<file path="config.mk">
export PLATFORM = sky130hd
export DESIGN_NAME = i2c_mode_status
export DESIGN_NICKNAME = d
export VERILOG_FILES = /design/src/rtl/i2c_mode_pkg.sv /design/src/rtl/i2c_start_guard.sv /design/src/rtl/i2c_mode_bits.sv /design/src/rtl/i2c_status_flags.sv /design/src/rtl/i2c_mode_status.sv
export SDC_FILE = /design/constraint.sdc
export NUM_CORES = 1
export LEC_CHECK = 0
export BUFFER_PORTS_ARGS = -buffer_cell sky130_fd_sc_hd__buf_2
export CELL_PAD_IN_SITES_DETAIL_PLACEMENT = 0
export CELL_PAD_IN_SITES_GLOBAL_PLACEMENT = 1
export CORE_MARGIN = 8
export CORE_UTILIZATION = 23
export CTS_CLUSTER_SIZE = 25
export DETAILED_ROUTE_END_ITERATION = 8
export GPL_TIMING_DRIVEN = 0
export PLACE_DENSITY_LB_ADDON = 0.1
export SYNTH_ARGS = -nofsm -noshare
export SYNTH_HDL_FRONTEND = slang
export SYNTH_SLANG_ARGS = --single-unit
</file>
<file path="constraint.sdc">
create_clock -name clk -period 1.1 [get_ports clk]
set_clock_uncertainty 0.1 [all_clocks]
set_input_delay 0.055 -clock clk [delete_from_list [all_inputs] [get_ports clk]]
set_output_delay 0.055 -clock clk [all_outputs]
set_load 0.01 [all_outputs]
</file>
<file path="src/rtl/i2c_mode_pkg.sv">
package i2c_mode_pkg;
  localparam int REG_W = 8;
  localparam int B_MST = 7;
  localparam int B_TRX = 6;
  localparam int B_BUSY = 5;
  localparam int B_IRQN = 4;
  localparam int B_ARB = 3;
  localparam int B_ADR = 2;
  localparam int B_GCALL = 1;
  localparam int B_LRB = 0;
  localparam logic [REG_W-1:0] RST_VAL = 8'h10;

  typedef enum logic [1:0] {
    MODE_SLV_RX = 2'b00,
    MODE_SLV_TX = 2'b01,
    MODE_MST_RX = 2'b10,
    MODE_MST_TX = 2'b11
  } mode_e;
endpackage

</file>
<file path="src/rtl/i2c_start_guard.sv">
module i2c_start_guard (
  input  logic start_req,
  input  logic bus_busy,
  input  logic ev_start,
  input  logic mst,
  output logic suppress,
  output logic start_go,
  output logic bitcnt_clr,
  output logic scl_en
);
  // Another master owns the bus, or is taking it right now
  logic foreign_owner;

  always_comb begin
    foreign_owner = bus_busy | ev_start;
    suppress      = start_req & foreign_owner;
    start_go      = start_req & ~foreign_owner;
    bitcnt_clr    = start_req & ~foreign_owner;
    scl_en        = mst & ~suppress;
  end
endmodule

</file>
<file path="src/rtl/i2c_mode_bits.sv">
module i2c_mode_bits
  import i2c_mode_pkg::*;
(
  input  logic  clk,
  input  logic  rst,
  input  logic  wr_en,
  input  logic  wr_mst,
  input  logic  wr_trx,
  input  logic  addr_mode,
  input  logic  ev_start,
  input  logic  ev_stop,
  input  logic  ev_arb_lost,
  input  logic  ev_byte_done,
  input  logic  ev_nack,
  input  logic  ev_addr_match,
  input  logic  ev_rw_bit,
  input  logic  suppress,
  output mode_e mode
);
  logic mst_q, trx_q, al_pend_q;
  logic trx_clr, mst_clr, slv_load;

  always_comb begin
    trx_clr  = ev_arb_lost | ev_stop | suppress | ((ev_start | ev_nack) & ~mst_q);
    // Lost arbitration drops master mode only when the byte ends
    mst_clr  = ev_stop | suppress | ((al_pend_q | ev_arb_lost) & ev_byte_done);
    slv_load = ~mst_q & ~addr_mode & ev_addr_match;
  end

  always_ff @(posedge clk) begin
    if (rst) begin
      mst_q     <= 1'b0;
      trx_q     <= 1'b0;
      al_pend_q <= 1'b0;
    end else begin
      if (mst_clr)    mst_q <= 1'b0;
      else if (wr_en) mst_q <= wr_mst;

      if (trx_clr)       trx_q <= 1'b0;
      else if (slv_load) trx_q <= ev_rw_bit;
      else if (wr_en)    trx_q <= wr_trx;

      if (ev_stop | ev_byte_done) al_pend_q <= 1'b0;
      else if (ev_arb_lost)       al_pend_q <= 1'b1;
    end
  end

  assign mode = mode_e'({mst_q, trx_q});
endmodule

</file>
<file path="src/rtl/i2c_status_flags.sv">
module i2c_status_flags #(
  parameter int N_STICKY = 2
) (
  input  logic clk,
  input  logic rst,
  input  logic wr_en,
  input  logic wr_irqn,
  input  logic ev_start,
  input  logic ev_stop,
  input  logic ev_arb_lost,
  input  logic ev_byte_done,
  input  logic ev_addr_match,
  input  logic ev_gen_call,
  input  logic ev_last_bit,
  output logic busy,
  output logic irq_n,
  output logic arb,
  output logic [N_STICKY-1:0] sticky,
  output logic lrb
);
  logic [N_STICKY-1:0] sticky_set;

  assign sticky_set = N_STICKY'({ev_gen_call, ev_addr_match});

  // Flags set by one event, cleared on START or STOP; set wins
  for (genvar i = 0; i < N_STICKY; i++) begin : g_sticky
    always_ff @(posedge clk) begin
      if (rst)                     sticky[i] <= 1'b0;
      else if (sticky_set[i])      sticky[i] <= 1'b1;
      else if (ev_start | ev_stop) sticky[i] <= 1'b0;
    end
  end

  always_ff @(posedge clk) begin
    if (rst) begin
      busy  <= 1'b0;
      irq_n <= 1'b1;
      arb   <= 1'b0;
      lrb   <= 1'b0;
    end else begin
      if (ev_start)     busy <= 1'b1;
      else if (ev_stop) busy <= 1'b0;

      if (ev_byte_done)            irq_n <= 1'b0;
      else if (wr_en && wr_irqn)   irq_n <= 1'b1;

      if (ev_arb_lost)   arb <= 1'b1;
      else if (ev_start) arb <= 1'b0;

      if (ev_byte_done) lrb <= ev_last_bit;
    end
  end
endmodule

</file>
<file path="src/rtl/i2c_mode_status.sv">
module i2c_mode_status
  import i2c_mode_pkg::*;
(
  input  logic             clk,
  input  logic             rst,
  input  logic             wr_en,
  input  logic [REG_W-1:0] wr_data,
  output logic [REG_W-1:0] rd_data,
  input  logic             addr_mode,
  input  logic             start_req,
  input  logic             ev_start,
  input  logic             ev_stop,
  input  logic             ev_arb_lost,
  input  logic             ev_byte_done,
  input  logic             ev_nack,
  input  logic             ev_addr_match,
  input  logic             ev_gen_call,
  input  logic             ev_rw_bit,
  input  logic             ev_last_bit,
  output logic             mode_mst,
  output logic             mode_trx,
  output logic             irq,
  output logic             start_go,
  output logic             bitcnt_clr,
  output logic             scl_en
);
  localparam int N_STICKY = 2;

  mode_e               mode;
  logic                suppress, busy, irq_n, arb, lrb;
  logic [N_STICKY-1:0] sticky;
  logic                unused_wr;

  assign unused_wr = ^{wr_data[B_BUSY], wr_data[B_ARB:B_LRB]};

  i2c_start_guard u_guard (
    .start_req (start_req),
    .bus_busy  (busy),
    .ev_start  (ev_start),
    .mst       (mode_mst),
    .suppress  (suppress),
    .start_go  (start_go),
    .bitcnt_clr(bitcnt_clr),
    .scl_en    (scl_en)
  );

  i2c_mode_bits u_mode (
    .clk          (clk),
    .rst          (rst),
    .wr_en        (wr_en),
    .wr_mst       (wr_data[B_MST]),
    .wr_trx       (wr_data[B_TRX]),
    .addr_mode    (addr_mode),
    .ev_start     (ev_start),
    .ev_stop      (ev_stop),
    .ev_arb_lost  (ev_arb_lost),
    .ev_byte_done (ev_byte_done),
    .ev_nack      (ev_nack),
    .ev_addr_match(ev_addr_match),
    .ev_rw_bit    (ev_rw_bit),
    .suppress     (suppress),
    .mode         (mode)
  );

  i2c_status_flags #(.N_STICKY(N_STICKY)) u_flags (
    .clk          (clk),
    .rst          (rst),
    .wr_en        (wr_en),
    .wr_irqn      (wr_data[B_IRQN]),
    .ev_start     (ev_start),
    .ev_stop      (ev_stop),
    .ev_arb_lost  (ev_arb_lost),
    .ev_byte_done (ev_byte_done),
    .ev_addr_match(ev_addr_match),
    .ev_gen_call  (ev_gen_call),
    .ev_last_bit  (ev_last_bit),
    .busy         (busy),
    .irq_n        (irq_n),
    .arb          (arb),
    .sticky       (sticky),
    .lrb          (lrb)
  );

  assign mode_mst = mode[1];
  assign mode_trx = mode[0];
  assign irq      = ~irq_n;
  assign rd_data  = {mode_mst, mode_trx, busy, irq_n, arb, sticky[0], sticky[1], lrb};
endmodule

</file>
## Yosys cells after proc, flatten, opt, wreduce, memory -nomap -nowiden

Index checks and enable logic that the tools add are counted.

| storage, ports and cells | value |
|---|---|
| flip-flop bits (word level) | 9 |
| input bits | 22 |

| operators by class | value |
|---|---|
| reduce and logical (&&, ||, !) cells | 10 |
| muxes and demuxes | 11 |
| bitwise gates (word level) | 22 |

Operator list:

| cell | count |
|---|---|
| nonzero test 2 bit | 6 |
| two-way mux 1 bit | 11 |
| bitwise OR 1 bit | 10 |
| AND 1 bit | 7 |
| OR reduction 2 bit | 3 |
| NOT 1 bit | 5 |
| logical AND 1 bit | 1 |

## Logic depth before layout (Yosys ltp)

| logic depth | value |
|---|---|
| depth in word-level cells | 5 |
| mapped depth | 3 |

## By module

From an unflattened synthesis, not the netlist that was laid out.

| second synthesis, totals | value |
|---|---|
| cell total of the unflattened synthesis | 50 |
| area, all modules | 462.9 um2 |

By module, submodules not included:

| module | times used | cells each | area an instance (um2) |
|---|---|---|---|
| i2c_status_flags | 1 | 22 | 211.5 |
| i2c_mode_bits | 1 | 17 | 171.4 |
| i2c_mode_status | 1 | 7 | 48.8 |
| i2c_start_guard | 1 | 4 | 31.3 |

## Worst setup path after synthesis

OpenSTA, ideal clock, no wires.

| timing path | value |
|---|---|
| path kind | flip-flop to flip-flop |
| start point | register u_mode.mst_q |
| end point | register u_mode.trx_q |
| period minus slack after synthesis | 1.057 ns |
| cell stages (with the launch flop) | 4 |
| slack | 0.043 ns |
| data arrival time | 0.838 ns |
| data required time | 0.881 ns |
| cell sequence | dfxtp_1 nor3b_2 mux2i_1 nor4_2 |

| between the ends | value |
|---|---|
| longest elaborated chain between the ends | 4 |
| elaborated cells on any way between the ends | 8 |
| those cells by class | mux (1); bitwise (5); reduce/logical (2) |

RTL lines:

| element | line | text |
|---|---|---|
| from (decl) | i2c_mode_bits.sv:20 | `logic mst_q, trx_q, al_pend_q;` |
| from (signal assigned) | i2c_mode_bits.sv:37 | `else if (wr_en) mst_q <= wr_mst;` |
| NOT 1 bit (*) | i2c_mode_bits.sv:24, i2c_mode_bits.sv:27 |  |
| AND 1 bit (on tied branches) | i2c_mode_bits.sv:27, i2c_mode_bits.sv:24 |  |
| AND 1 bit / bitwise OR 1 bit (equally long branches) | i2c_mode_bits.sv:27, i2c_mode_bits.sv:24 |  |
| two-way mux 1 bit (tied with other cells) | i2c_mode_bits.sv:40 | `else if (slv_load) trx_q <= ev_rw_bit;` |
| to (signal assigned) | i2c_mode_bits.sv:40 |  |
| to (signal assigned) | i2c_mode_bits.sv:41 | `else if (wr_en) trx_q <= wr_trx;` |
| to (decl) | i2c_mode_bits.sv:20 |  |

Mark *: on every way between the ends. The rest lies on a longest branch, timed or not.
A chain may end at the register's enable or synchronous reset.

## Worst setup path after layout

| timing path | value |
|---|---|
| start point | register u_flags.busy |
| end point | output scl_en |

| between the ends | value |
|---|---|
| longest elaborated chain between the ends | 4 |

RTL lines:

| element | line | text |
|---|---|---|
| from (decl) | i2c_status_flags.sv:15 | `output logic busy,` |
| from (signal assigned) | i2c_status_flags.sv:36 | `busy <= 1'b0;` |
| from (signal assigned) | i2c_status_flags.sv:41 | `if (ev_start) busy <= 1'b1;` |
| from (signal assigned) | i2c_status_flags.sv:42 | `else if (ev_stop) busy <= 1'b0;` |
| bitwise OR 1 bit | i2c_start_guard.sv:15 | `foreign_owner = bus_busy \| ev_start;` |
| AND 1 bit | i2c_start_guard.sv:16 | `suppress = start_req & foreign_owner;` |
| NOT 1 bit | i2c_start_guard.sv:19 | `scl_en = mst & ~suppress;` |
| AND 1 bit | i2c_start_guard.sv:19 |  |
| to (decl) | i2c_mode_status.sv:25 | `output logic scl_en` |

Every way passes these cells.

==> qor.yml <==
detailed_routing:
  wire_per_inst_um: 10.8
  via_per_inst: 3.96
  drt_iter0_markers: 8
  drc: 0
  wl_um: 1230
  ant_nets: 0
  vias: 452
  dr.pass1.iters: 4
sta:
  worst_slack_ns: -0.0451
  drv_slew: 0
  fin_tns_setup_ns: -0.0451
  setup_viol: 1
  worst_pin_slew_ns: 0.219
  max_freq_ghz: 0.873
  hold_viol: 2
  rsz0062_at_grt: "true"
  holdWs_ns: -0.0175
  post-route-period-util_pct: 104
  min_period_ns: 1.15
  relSlewSlack_pct: 85.4
floorplan:
  io_pins: 36
  core_area_um2: 1730
  dieHeight_um: 58.8
  initial_core_util_pct: 24.4
  rows: 15
  dieArea_um2: 3460
  dieWidth_um: 58.8
clocking:
  tritoncts: "done"
  cts.sinks: 9
  htree_num_levels: 1
  clockBufferDepth: 2
  clk_pin_slew_ns: 0.06
  numCtsBuffers: 3
  ctsRootBufferMaster: "clkbuf_4"
  clk-insertion-delay-late_ns: 0.26
logic_synthesis:
  netlist_top_cells_area: "dfxtp_1 43%, buf_4 12%, nor2_1 8.9%, a21oi_1 5.9%, mux2i_1 4.7%"
  ys_types: 17
  ys_seq_area_share_pct: 42.7
  synth_top_family_by_area: "simple AND/OR/NAND/NOR gates"
  synth_commonest_cells: "10 x nor2_1, 9 x dfxtp_1, 7 x buf_4"
  synth_area_leader_cell: "dfxtp_1"
  yosys.area_share.xor_xnor_pct: 0
  syn_area_per_cell_um2: 8.78
  synth_flop_cell: "dfxtp_1"
  netlist_instances: 48
  postSynth.asyncResetShare_pct: 0
  synth_edf_count: 0
  syn-num-nets: 70
  yosysWarnings: 0
  synth-seq-cells: 9
  synth_most_common_cell: "nor2_1"
  synthSimpleGateAreaFrac_pct: 22.6
  synth-compound-area-share_pct: 13.1
  netlist_area_um2: 422
  synth_top_area_share_pct: 42.7
  synthAdderAreaFrac_pct: 0
  synth.area.mux_share_pct: 7.42
worst_setup_path:
  path_max_fanout: 4
  worstSetupPathType: "flop to output pin"
  crit_required_ns: 0.94
  cp-end-kind: "output pin"
  critical_path_arrival_ns: 0.99
  cp-start-kind: "flop"
global_routing:
  grt_usage_pct: 7.91
  grt_pass1_wl_um: 2130
  grt_overflow_total: 0
  grt_max_degree: 7
  antenna_found_initial: 0
  grt_pass1_vias: 485
placement:
  pre_cts_slack_ns: -0.0436
  io_buffers: 30
  dp_hpwl_um: 990
  place.gp.congestion: 0.633
layout:
  drive_gt1_share_pct: 52.8
  fin_nets: 112
  synthToLayoutAreaGrowth_pct: 73.3
  fillers: 188
  diodes: 0
power:
  power_leakage_nw: 0.369
  vdd_drop_max_mv: 0.613
  power_density_nw_per_um2: 1060
run:
  maxCapViolCount: 0
run_status:
  outcome: "finished, violations left"
  violations: "hold timing, setup timing"
worst_hold_path:
  min_path_type: "primary input to flop"
## kinds of logic after synthesis
kind of cell	after synthesis
compound gates	10
buf+inv	9
flops	9
mux	3
simple gates	17
## layout make-up
| cell class | count | area (um^2) | share of cell area (%) |
|---|---|---|---|
| Multi-Input combinational cell | 30 | 199 | 27.2 |
| Clock buffer | 4 | 26.3 | 3.60 |
| Tap cell | 25 | 31.3 | 4.28 |
| Buffer | 6 | 45.0 | 6.16 |
| Inverter | 2 | 7.51 | 1.03 |
| Timing Repair Buffer | 38 | 236 | 32.4 |
| Sequential cell | 9 | 185 | 25.3 |
## flip-flops by register name, summed over array words and instances (netlist names)
| register | count |
|---|---|
| u_mode.trx_q | 1 |
| u_flags.busy | 1 |
| u_flags.arb | 1 |
| u_flags.irq_n | 1 |
| u_flags.lrb | 1 |
| u_flags.sticky | 2 |
| u_mode.mst_q | 1 |
| u_mode.al_pend_q | 1 |
## stage by stage
stage               cell area, um^2  utilization, %  power, mW  instances  hold WS (ns)
floorplan                       422               -      0.428         48        0.0241
global placement                603            34.9      0.498        103         0.167
detailed placement              603            34.9      0.499        103         0.177
CTS                             731            42.3      0.789        115       -0.0181
global route                    731            42.3      0.825        114        0.0124
finish                          731            42.3      0.772        114       -0.0175
## worst max-delay path: stages (launching register included)
cell and delay [ns]:
dfxtp_4 0.36, o21ai_4 0.13, and2_4 0.15, buf_6 0.09
## path summary, 6_finish.rpt
| check | from | end | slack, ns | cells after the start |
|---|---|---|---|---|
| max | u_flags.busy | scl_en | -0.05 | 3 |
| min | ev_stop | u_flags.busy | -0.02 | 3 |
| max reg2reg | u_mode.mst_q | u_mode.trx_q | 0.05 | 3 |
| min reg2reg | u_flags.sticky[0] | u_flags.sticky[0] | 0.39 | 2 |
## routing by layer
| layer | track usage, % | vias to the layer above | part of all wire [%] | wire length (um) |
|---|---|---|---|---|
| li1 | - | 238 | - | - |
| met1 | 8.15 | 194 | 45 | 553 |
| met2 | 12.6 | 18 | 45 | 550 |
| met3 | 4.35 | 2 | 9.5 | 116 |
| met4 | 4.10 | 0 | 0.49 | 6 |
| met5 | 0 | - | 0 | 0 |
## placed cells by master (no fill, tap or decap)
cell type       n
inv_1           2
buf_4           6
a21oi_1         5
dfxtp_4         1
and2_4          1
buf_2          29
clkbuf_4        3
nor4_2          1
clkbuf_1        1
buf_6           1
dfxtp_2         1
dfxtp_1         7
mux2i_1         2
nor3b_2         2
o211ai_1        1
dlygate4sd3_1   8
nand2_1         1
nand2b_1        1
o21ai_4         1
o21bai_1        1
mux2_2          1
o21ai_0         2
nor2_1         10
or2b_1          1
## power by group
group	internal (mW)	switching, mW	leakage [nW]	total, mW
clock network	0.140	0.117	0.0150	0.257
logic	0.0938	0.0676	0.279	0.161
registers	0.342	0.0120	0.0754	0.354
total	0.576	0.197	0.369	0.772
## timing repair
item / in CTS / in global routing
gates resized for setup: 7 / 2
buffers inserted: 0 / 0
pin swaps: 3 / 3
hold buffers: 9 / 0
setup endpoints to repair: 5 / 4
hold endpoints to repair: 8 / 0
No activity file was read; power rests on OpenSTA's default activity.
